File: src/rtl/fifo_loop_selftest.sv
module fifo_loop_selftest #(
  parameter int BYTE_W        = 8,
  parameter int RX_DEPTH      = 32,
  parameter int COPIES        = 8,
  parameter int SETTLE_CYCLES = 625,
  parameter logic [7:0] KEY   = 8'h0A
) (
  input  logic              clk,
  input  logic              rst_n,
  input  logic              unlock_wr,
  input  logic [7:0]        unlock_val,
  input  logic              go_wr,
  input  logic              clr_wr,
  input  logic              rx_wr,
  input  logic [BYTE_W-1:0] rx_byte,
  input  logic              tx_rd,
  output logic [BYTE_W-1:0] tx_byte,
  output logic              ready,
  output logic              underflow,
  output logic              overflow
);
  localparam int IDX_W    = $clog2(RX_DEPTH);
  localparam int TX_DEPTH = RX_DEPTH * COPIES;
  localparam int TX_AW    = $clog2(TX_DEPTH);
  localparam int CNT_W    = $clog2(SETTLE_CYCLES + 1);

  typedef enum logic [2:0] {IDLE, UNLOCKED, GO_SETTLE, FILL, COPY, READOUT} state_t;
  state_t state;

  logic [BYTE_W-1:0] rx_mem [RX_DEPTH];
  logic [BYTE_W-1:0] tx_mem [TX_DEPTH];
  logic [IDX_W-1:0]  wr_ptr;
  logic [TX_AW-1:0]  cp_ptr;
  logic [TX_AW:0]    rd_ptr;
  logic [CNT_W-1:0]  settle;

  function automatic logic [BYTE_W-1:0] rotl(input logic [BYTE_W-1:0] b, input int unsigned k);
    logic [2*BYTE_W-1:0] t;
    t = {b, b} << (k % BYTE_W);
    return t[2*BYTE_W-1:BYTE_W];
  endfunction

  wire fill_wr  = rx_wr && state == FILL;
  wire rd_ok    = tx_rd && state == READOUT && rd_ptr != (TX_AW+1)'(TX_DEPTH);
  wire last_in  = wr_ptr == IDX_W'(RX_DEPTH - 1);
  wire last_cp  = cp_ptr == TX_AW'(TX_DEPTH - 1);
  assign ready  = state != GO_SETTLE && state != COPY;

  always_ff @(posedge clk or negedge rst_n) begin
    if (!rst_n) begin
      state     <= IDLE;
      wr_ptr    <= '0;
      cp_ptr    <= '0;
      rd_ptr    <= '0;
      settle    <= '0;
      tx_byte   <= '0;
      underflow <= 1'b0;
      overflow  <= 1'b0;
    end else if (clr_wr) begin
      state     <= IDLE;
      wr_ptr    <= '0;
      cp_ptr    <= '0;
      rd_ptr    <= '0;
      settle    <= '0;
      underflow <= 1'b0;
      overflow  <= 1'b0;
    end else begin
      if (rx_wr && state != FILL) overflow <= 1'b1;
      if (tx_rd) begin
        if (rd_ok) begin
          tx_byte <= tx_mem[rd_ptr[TX_AW-1:0]];
          rd_ptr  <= rd_ptr + 1'b1;
        end else begin
          tx_byte   <= '0;
          underflow <= 1'b1;
        end
      end
      unique case (state)
        IDLE:
          if (unlock_wr && unlock_val == KEY) state <= UNLOCKED;
        UNLOCKED:
          if (go_wr) begin
            state  <= GO_SETTLE;
            settle <= CNT_W'(SETTLE_CYCLES - 1);
          end else if (unlock_wr && unlock_val != KEY) begin
            state <= IDLE;
          end
        GO_SETTLE:
          if (settle == '0) state <= FILL;
          else settle <= settle - 1'b1;
        FILL:
          if (fill_wr) begin
            wr_ptr <= wr_ptr + 1'b1;
            if (last_in) begin
              state  <= COPY;
              cp_ptr <= '0;
            end
          end
        COPY: begin
          cp_ptr <= cp_ptr + 1'b1;
          if (last_cp) begin
            state  <= READOUT;
            rd_ptr <= '0;
          end
        end
        READOUT: ;
        default: state <= IDLE;
      endcase
    end
  end

  always_ff @(posedge clk) begin
    if (fill_wr && !clr_wr) rx_mem[wr_ptr] <= rx_byte;
    if (state == COPY && !clr_wr)
      tx_mem[cp_ptr] <= rotl(rx_mem[cp_ptr[IDX_W-1:0]], 32'(cp_ptr >> IDX_W));
  end
endmodule


File: config.mk
export PLATFORM = sky130hd
export DESIGN_NAME = fifo_loop_selftest
export DESIGN_NICKNAME = d
export VERILOG_FILES = /design/src/rtl/fifo_loop_selftest.sv
export SDC_FILE = /design/constraint.sdc
export NUM_CORES = 2
export LEC_CHECK = 0
export ABC_AREA = 1
export BUFFER_PORTS_ARGS = -buffer_cell sky130_fd_sc_hd__buf_4
export CAP_MARGIN = 30
export CORE_MARGIN = 3
export CORE_UTILIZATION = 45
export DETAILED_ROUTE_END_ITERATION = 10
export PLACE_DENSITY = 0.72
export SYNTH_ARGS = -nofsm -noshare
export SYNTH_HDL_FRONTEND = slang
export SYNTH_SLANG_ARGS = --single-unit
File: constraint.sdc
create_clock -name clk -period 9.9 [get_ports clk]
set_input_delay 0.99 -clock clk [delete_from_list [all_inputs] [get_ports clk]]
set_output_delay 0.99 -clock clk [all_outputs]
set_load 0.02 [all_outputs]
[After elaboration in Yosys (flattened, before gate mapping)]
Memory sizes are Yosys's and may differ from the RTL's.
Cells that the tools add are included.
Storage, ports and cells
  word-level logic and storage cells: 98
  memories kept: 2
  output and inout bits: 11
  bits in registers: 45
  memory bits (read-only): 0
  RAM bits: 2304
  bits in latches: 0
  bits of input ports: 23
Memories
  tx_mem: words 256, width 8, read ports 1, clocked after Yosys merged registers in 0, wr ports 1, RTL line 31  | logic [BYTE_W-1:0] tx_mem [TX_DEPTH];
  rx_mem: words 32, width 8, read ports 1, clocked after Yosys merged registers in 0, wr ports 1, RTL line 30  | logic [BYTE_W-1:0] rx_mem [RX_DEPTH];
Operators by class
  div/mod/pow operators: 0
  equal/unequal tests: 23
  multipliers: 0
  shift-type cells: 1
  bitwise gates (word level): 1
  add/subtract/negate cells: 4
  muxes and demuxes: 35
  reduce and logical (&&, ||, !) cells: 24
  $lt $le $gt $ge: 0
Operator list (count)
  $mux W9: 5
  $mux W8: 4
  $mux W10: 3
  $mux W3: 8
  $ne A3 B3 Y1 const B: 8
  $pmux W10 S2: 1
  $pmux W3 S6: 1
  $pmux W8 S2: 1
  $shl A16 B3 Y16: 1
  $mux W5: 3
  $logic_not A10 Y1: 1
  $sub A10 B1 Y10 const B: 1
  $add A9 B1 Y9 const B: 1
  $logic_and A1 B1 Y1: 9
  $mux W1: 9
  $ne A9 B9 Y1 const B: 1
  $add A8 B1 Y8 const B: 1
  $eq A8 B4 Y1 const B: 1
  $eq A8 B8 Y1 const B: 1
  $ne A8 B4 Y1 const B: 1
  $reduce_bool A2 Y1: 4
  $reduce_and A7 Y1: 1
  $eq A3 B2 Y1 const B: 2
  $eq A3 B3 Y1 const B: 2
  other kinds (12): 18

[Depth between registers and ports, before layout]
  depth after elaboration: 8
  gate-level depth with buffers: 20
  depth with buffers taken out: 17

[Worst setup path before layout]
Ideal clock, no wire load.
  path kind: reg-to-reg
  from: register cp_ptr[0]
  to: memory tx_mem[0][2] (data pin)
  period minus slack after synthesis: 5.597 ns
  stages on the path, launching flop included: 15
  setup time: 0.823 ns
  setup slack: 4.303 ns
  data arrival time: 4.774 ns
  path buffers: 3
  cell sequence: dfrtp_1 -> buf_2 -> inv_1 -> buf_2 -> clkbuf_1 -> o21ai_0 -> o22ai_1 -> nand2_1 -> nand2_1 -> inv_1 -> nand3_1 -> nand3_1 -> nand3_1 -> nand3_1 -> nand2_1
On the way
  longest elaborated chain between the ends: 2
RTL lines
  start, declared: RTL line 33  | logic [TX_AW-1:0] cp_ptr;
  start signal, assigned: RTL line 100  | cp_ptr <= cp_ptr + 1'b1;
  $mem_v2 Z32 W8
  $shl A16 B3 Y16: RTL line 39  | t = {b, b} << (k % BYTE_W);
  end, declared: RTL line 31
Every way passes these cells.

[Worst setup path in the final report]
  from: register cp_ptr[1]
  to: memory tx_mem[48][0] (data pin)
The elaborated chain is that of the path after synthesis.

==> metrics list <==
* Worst-case hold slack: 198 ps
- The net count of the finished layout is 8,893.
* Via Count: 66,500
- TritonCTS built the clock tree.
- For this run, the register share of the synthesized area comes to 71.2%.
* Wire length after detailed routing: 256 mm
* Initial antenna violation count: 2
- Of all nets on the critical path, the largest fanout is 77.
- In the routed design, unresolved DRC markers number 0.
- Clock tree synthesis selected as its root buffer the cell clkbuf_16.
* Final period util: 53.1%
- Most common cell after layout, fill and taps aside: edfxtp_1
* Clock network latency to the later pin of the worst-skew pair: 870 ps
- Internal power of the cells: 16.4 mW
* Total area of multi-input combinational cells: 0.0234 sq mm
- Cts bufs inserted: 226
- Final count of hold timing violations: 0
- Yosys cell types: 39
- Summed over its instances, the top area cell type makes up 70.1% of the synthesized netlist area.
- Combinational group share of total power: 6.5%
- Worst Hold Class: in2async
* Net Sw Frac: a little under a quarter
* Htree depth: 4
- The floorplan step defined a die boundary enclosing 0.225 sq mm.
- Max-cap violations in this run came to 0.
- Synthesis handed over a netlist of 9,023 instances.
* Max Freq: 0.190 GHz
- Seq. cell area: 0.0703 sq mm
- Leakage power figure: about 40 nW
- Slowest cell on the critical path: inv_1
* Top library cells by usage in the layout, fill and taps aside: edfxtp_1 (2,304), nand2_1 (2,188), nor2_1 (1,456), nand3_1 (777), inv_1 (665)
- Critical path start-end classification: reg2reg
- Summed negative setup slack over all endpoints: 0 ps
* Share of post-route cells with drive strength above 1: 5.28%
- Vertical die dimension: 474 um
- Post-route standard cell area excluding fillers: 0.108 sq mm
- The signal on the critical path passes through buf_4 -> inv_1 -> buf_4 -> nor2_1 -> o21ai_0 -> o21ai_0 -> nand2_1 -> nand2_1 -> inv_1 -> nand4_1 -> nand3_1 -> nand3_1 -> nand3_1 -> nand2_4 -> buf_4 -> buf_4.
* Count of flip-flops with a built-in enable after synthesis: 2,304
- Setup violations remaining at the end of the flow were counted as 0.
- Buffers inserted to repair hold after CTS numbered 0.
- The worst setup path is launched from a register.
- For the pin with the worst max-slew slack, the measured transition is 1300 ps.
- In this run the cell area measured after placement is 0.101 sq mm.
* Number of clock sinks: 2,349
* Area growth from synthesis to layout: 9.77%
- Setup skew after layout: between 40 and 50 ps
* Post-layout min period: 5260 ps
* Via density: between 5 and 6
- After synthesis, the mean cell area works out to about 11 sq um.
- Routability congestion estimate from global placement: around 0.9
* Flop pwr share: 53.3%
- Buffers placed on the I/O ports in this run total 33.
- Die width: 474 um
- Largest net degree at the start of global routing: approximately 240
* Pwr Total: 21.3 mW
* Vias in the first global route: 63,400
- The total overflow left after global routing is 0.
- Count of state elements after synthesis: 2,349
* Switching power summed over all nets: 4.83 mW
- Power density cells: 196 mW/mm^2
* Required time of the critical path: 10,440 ps
- Clock tree buffer depth: 3
- The number of nets in the synthesized netlist is 9,058.
* Dominant synthesized flop cell: edfxtp_1
- The run finished with clean final reports.
* Relative slew slack: 13.1%
- Clk network pwr share: ~40%
- Total track usage: 22.3%
* CP endpoint kind: register
- Post-synthesis instance area: 0.0988 sq mm
- Clock-pin slew on the worst setup and hold paths: 60 ps
* Cells taking the most area after synthesis: edfxtp_1 (70%), nand2_1 (8.4%), nor2_1 (5.5%)
* Endpoint arrival time on the critical path: 5810 ps
- Once detail routing completed, the nets flagged for antenna violations numbered 0.
- Detailed placement finished with a half-perimeter wire length of 143 mm.
- For this configuration, the core starts out at a cell density of between 40% and 50%.
- Setup repair after global routing left no endpoint under its margin.
- Delay of the slowest critical-path stage: 670 ps
- Wire length of the first global-routing pass: 386 mm
- Cell taking the most area after synthesis: edfxtp_1
- In the final routed layout, each cell accounts on average for approximately 21 um.
- Count of boundary I/O pins: 34
- Warning count from the yosys run: 0
* Post-CTS setup-driven buffer insertion count: 0
* Peak supply drop: 199 uV
- The number of gates resized after CTS was 0.
- The first detailed-routing pass took 8 iterations.
- Most frequent cell on the critical path: buf_4
* Final Max Slew Viols: 0
- Number of rows created at floorplan: roughly 170
- The core region is about 0.22 sq mm.
* Layout fillers: between 15,000 and 20,000
- After the first detailed-routing iteration, the DRC count stood at 9,112.
- After synthesis, the share of flip-flops with an asynchronous set or reset is 1.92%.
- Measured on the finished design, the core utilization comes to 49.8%.
==> cells in the mapped netlist (45+ instances only) <==
library cell	count
o211ai_1	92
buf_2	154
dfrtp_1	45
edfxtp_1	2304
buf_4	46
o21ai_1	108
nand3_1	777
nand2_1	2198
buf_1	59
inv_1	668
o21ai_0	585
clkbuf_1	229
o22ai_1	55
a21oi_1	124
nor2_1	1457
==> cells by family after synthesis <==
kind of cell	after synthesis	share of synthesized area [%]
adder cells (fa/ha/maj)	12	0.152
AND/OR/NAND/NOR	4477	18.1
multiplexers	1	0.0101
buffers and inverters	1204	5.20
AO/OA/AOI/OAI	972	5.25
flip-flops	2349	71.2
XOR/XNOR	8	0.0709
==> flip-flops by register name (all words and copies together) (netlist names) <==
signal     cells
wr_ptr         5
overflow       1
rd_ptr         9
tx_mem      2048
cp_ptr         8
rx_mem       256
tx_byte        8
underflow      1
state          3
settle        10
==> final cells by class <==
cell class	instances	area share, %
timing repair buffer	128	1.12
antenna	9	0.0208
inverter	683	2.38
clock buffer	292	5.60
sequential	2349	64.9
clock inverter	132	1.14
tap	2854	3.29
multi-input combinational	5470	21.6
==> final timing paths <==
kind | startpoint | to | slack [ps] | cells after the start
worst min-delay path | rst_n | settle[2] | 200 | 1
worst max register to register | cp_ptr[1] | tx_mem[48][0] | 4640 | 16
worst max-delay path | cp_ptr[1] | tx_mem[48][0] | 4640 | 16
min in group clk | clr_wr | underflow | 410 | 2
max in group asynchronous | rst_n | rd_ptr[2] | 9100 | 1
worst min register to register | settle[0] | settle[0] | 490 | 1
==> metal layers <==
metal  wire length (um)  vias up  track usage, %
li1                   -    30200               -
met4              10800        2            9.55
met1             100000    32000            30.4
met2             118000     3744            35.1
met3              26600      614            4.36
met5                 10        -               0
==> critical path: cells and delay by family, from the launching register on <==
kind,cells,cell delay (ps)
compound gates,2,170
buf+inv,6,2870
simple gates,8,1370
flops,1,340
==> metrics by stage <==
step | std cells | worst slack, ps
3_5_place_dp | 11500 | 4800
3_3_place_gp | 11500 | 4900
4_1_cts | 11900 | 4760
6_report | 11900 | 4640
2_1_floorplan | 9023 | 4300
5_1_grt | 11900 | 4250
==> power by group through the flow <==
stage / registers [mW] / logic [mW] / clock network, mW
finish: 11.3 / 1.38 / 8.54
global route: 11.3 / 1.52 / 9.01
CTS: 11.3 / 1.36 / 8.59
detailed placement: 11.5 / 1.36 / 0
global placement: 11.5 / 1.31 / 0
floorplan: 11.7 / 0.834 / 0
No activity file was read; power rests on OpenSTA's default activity.
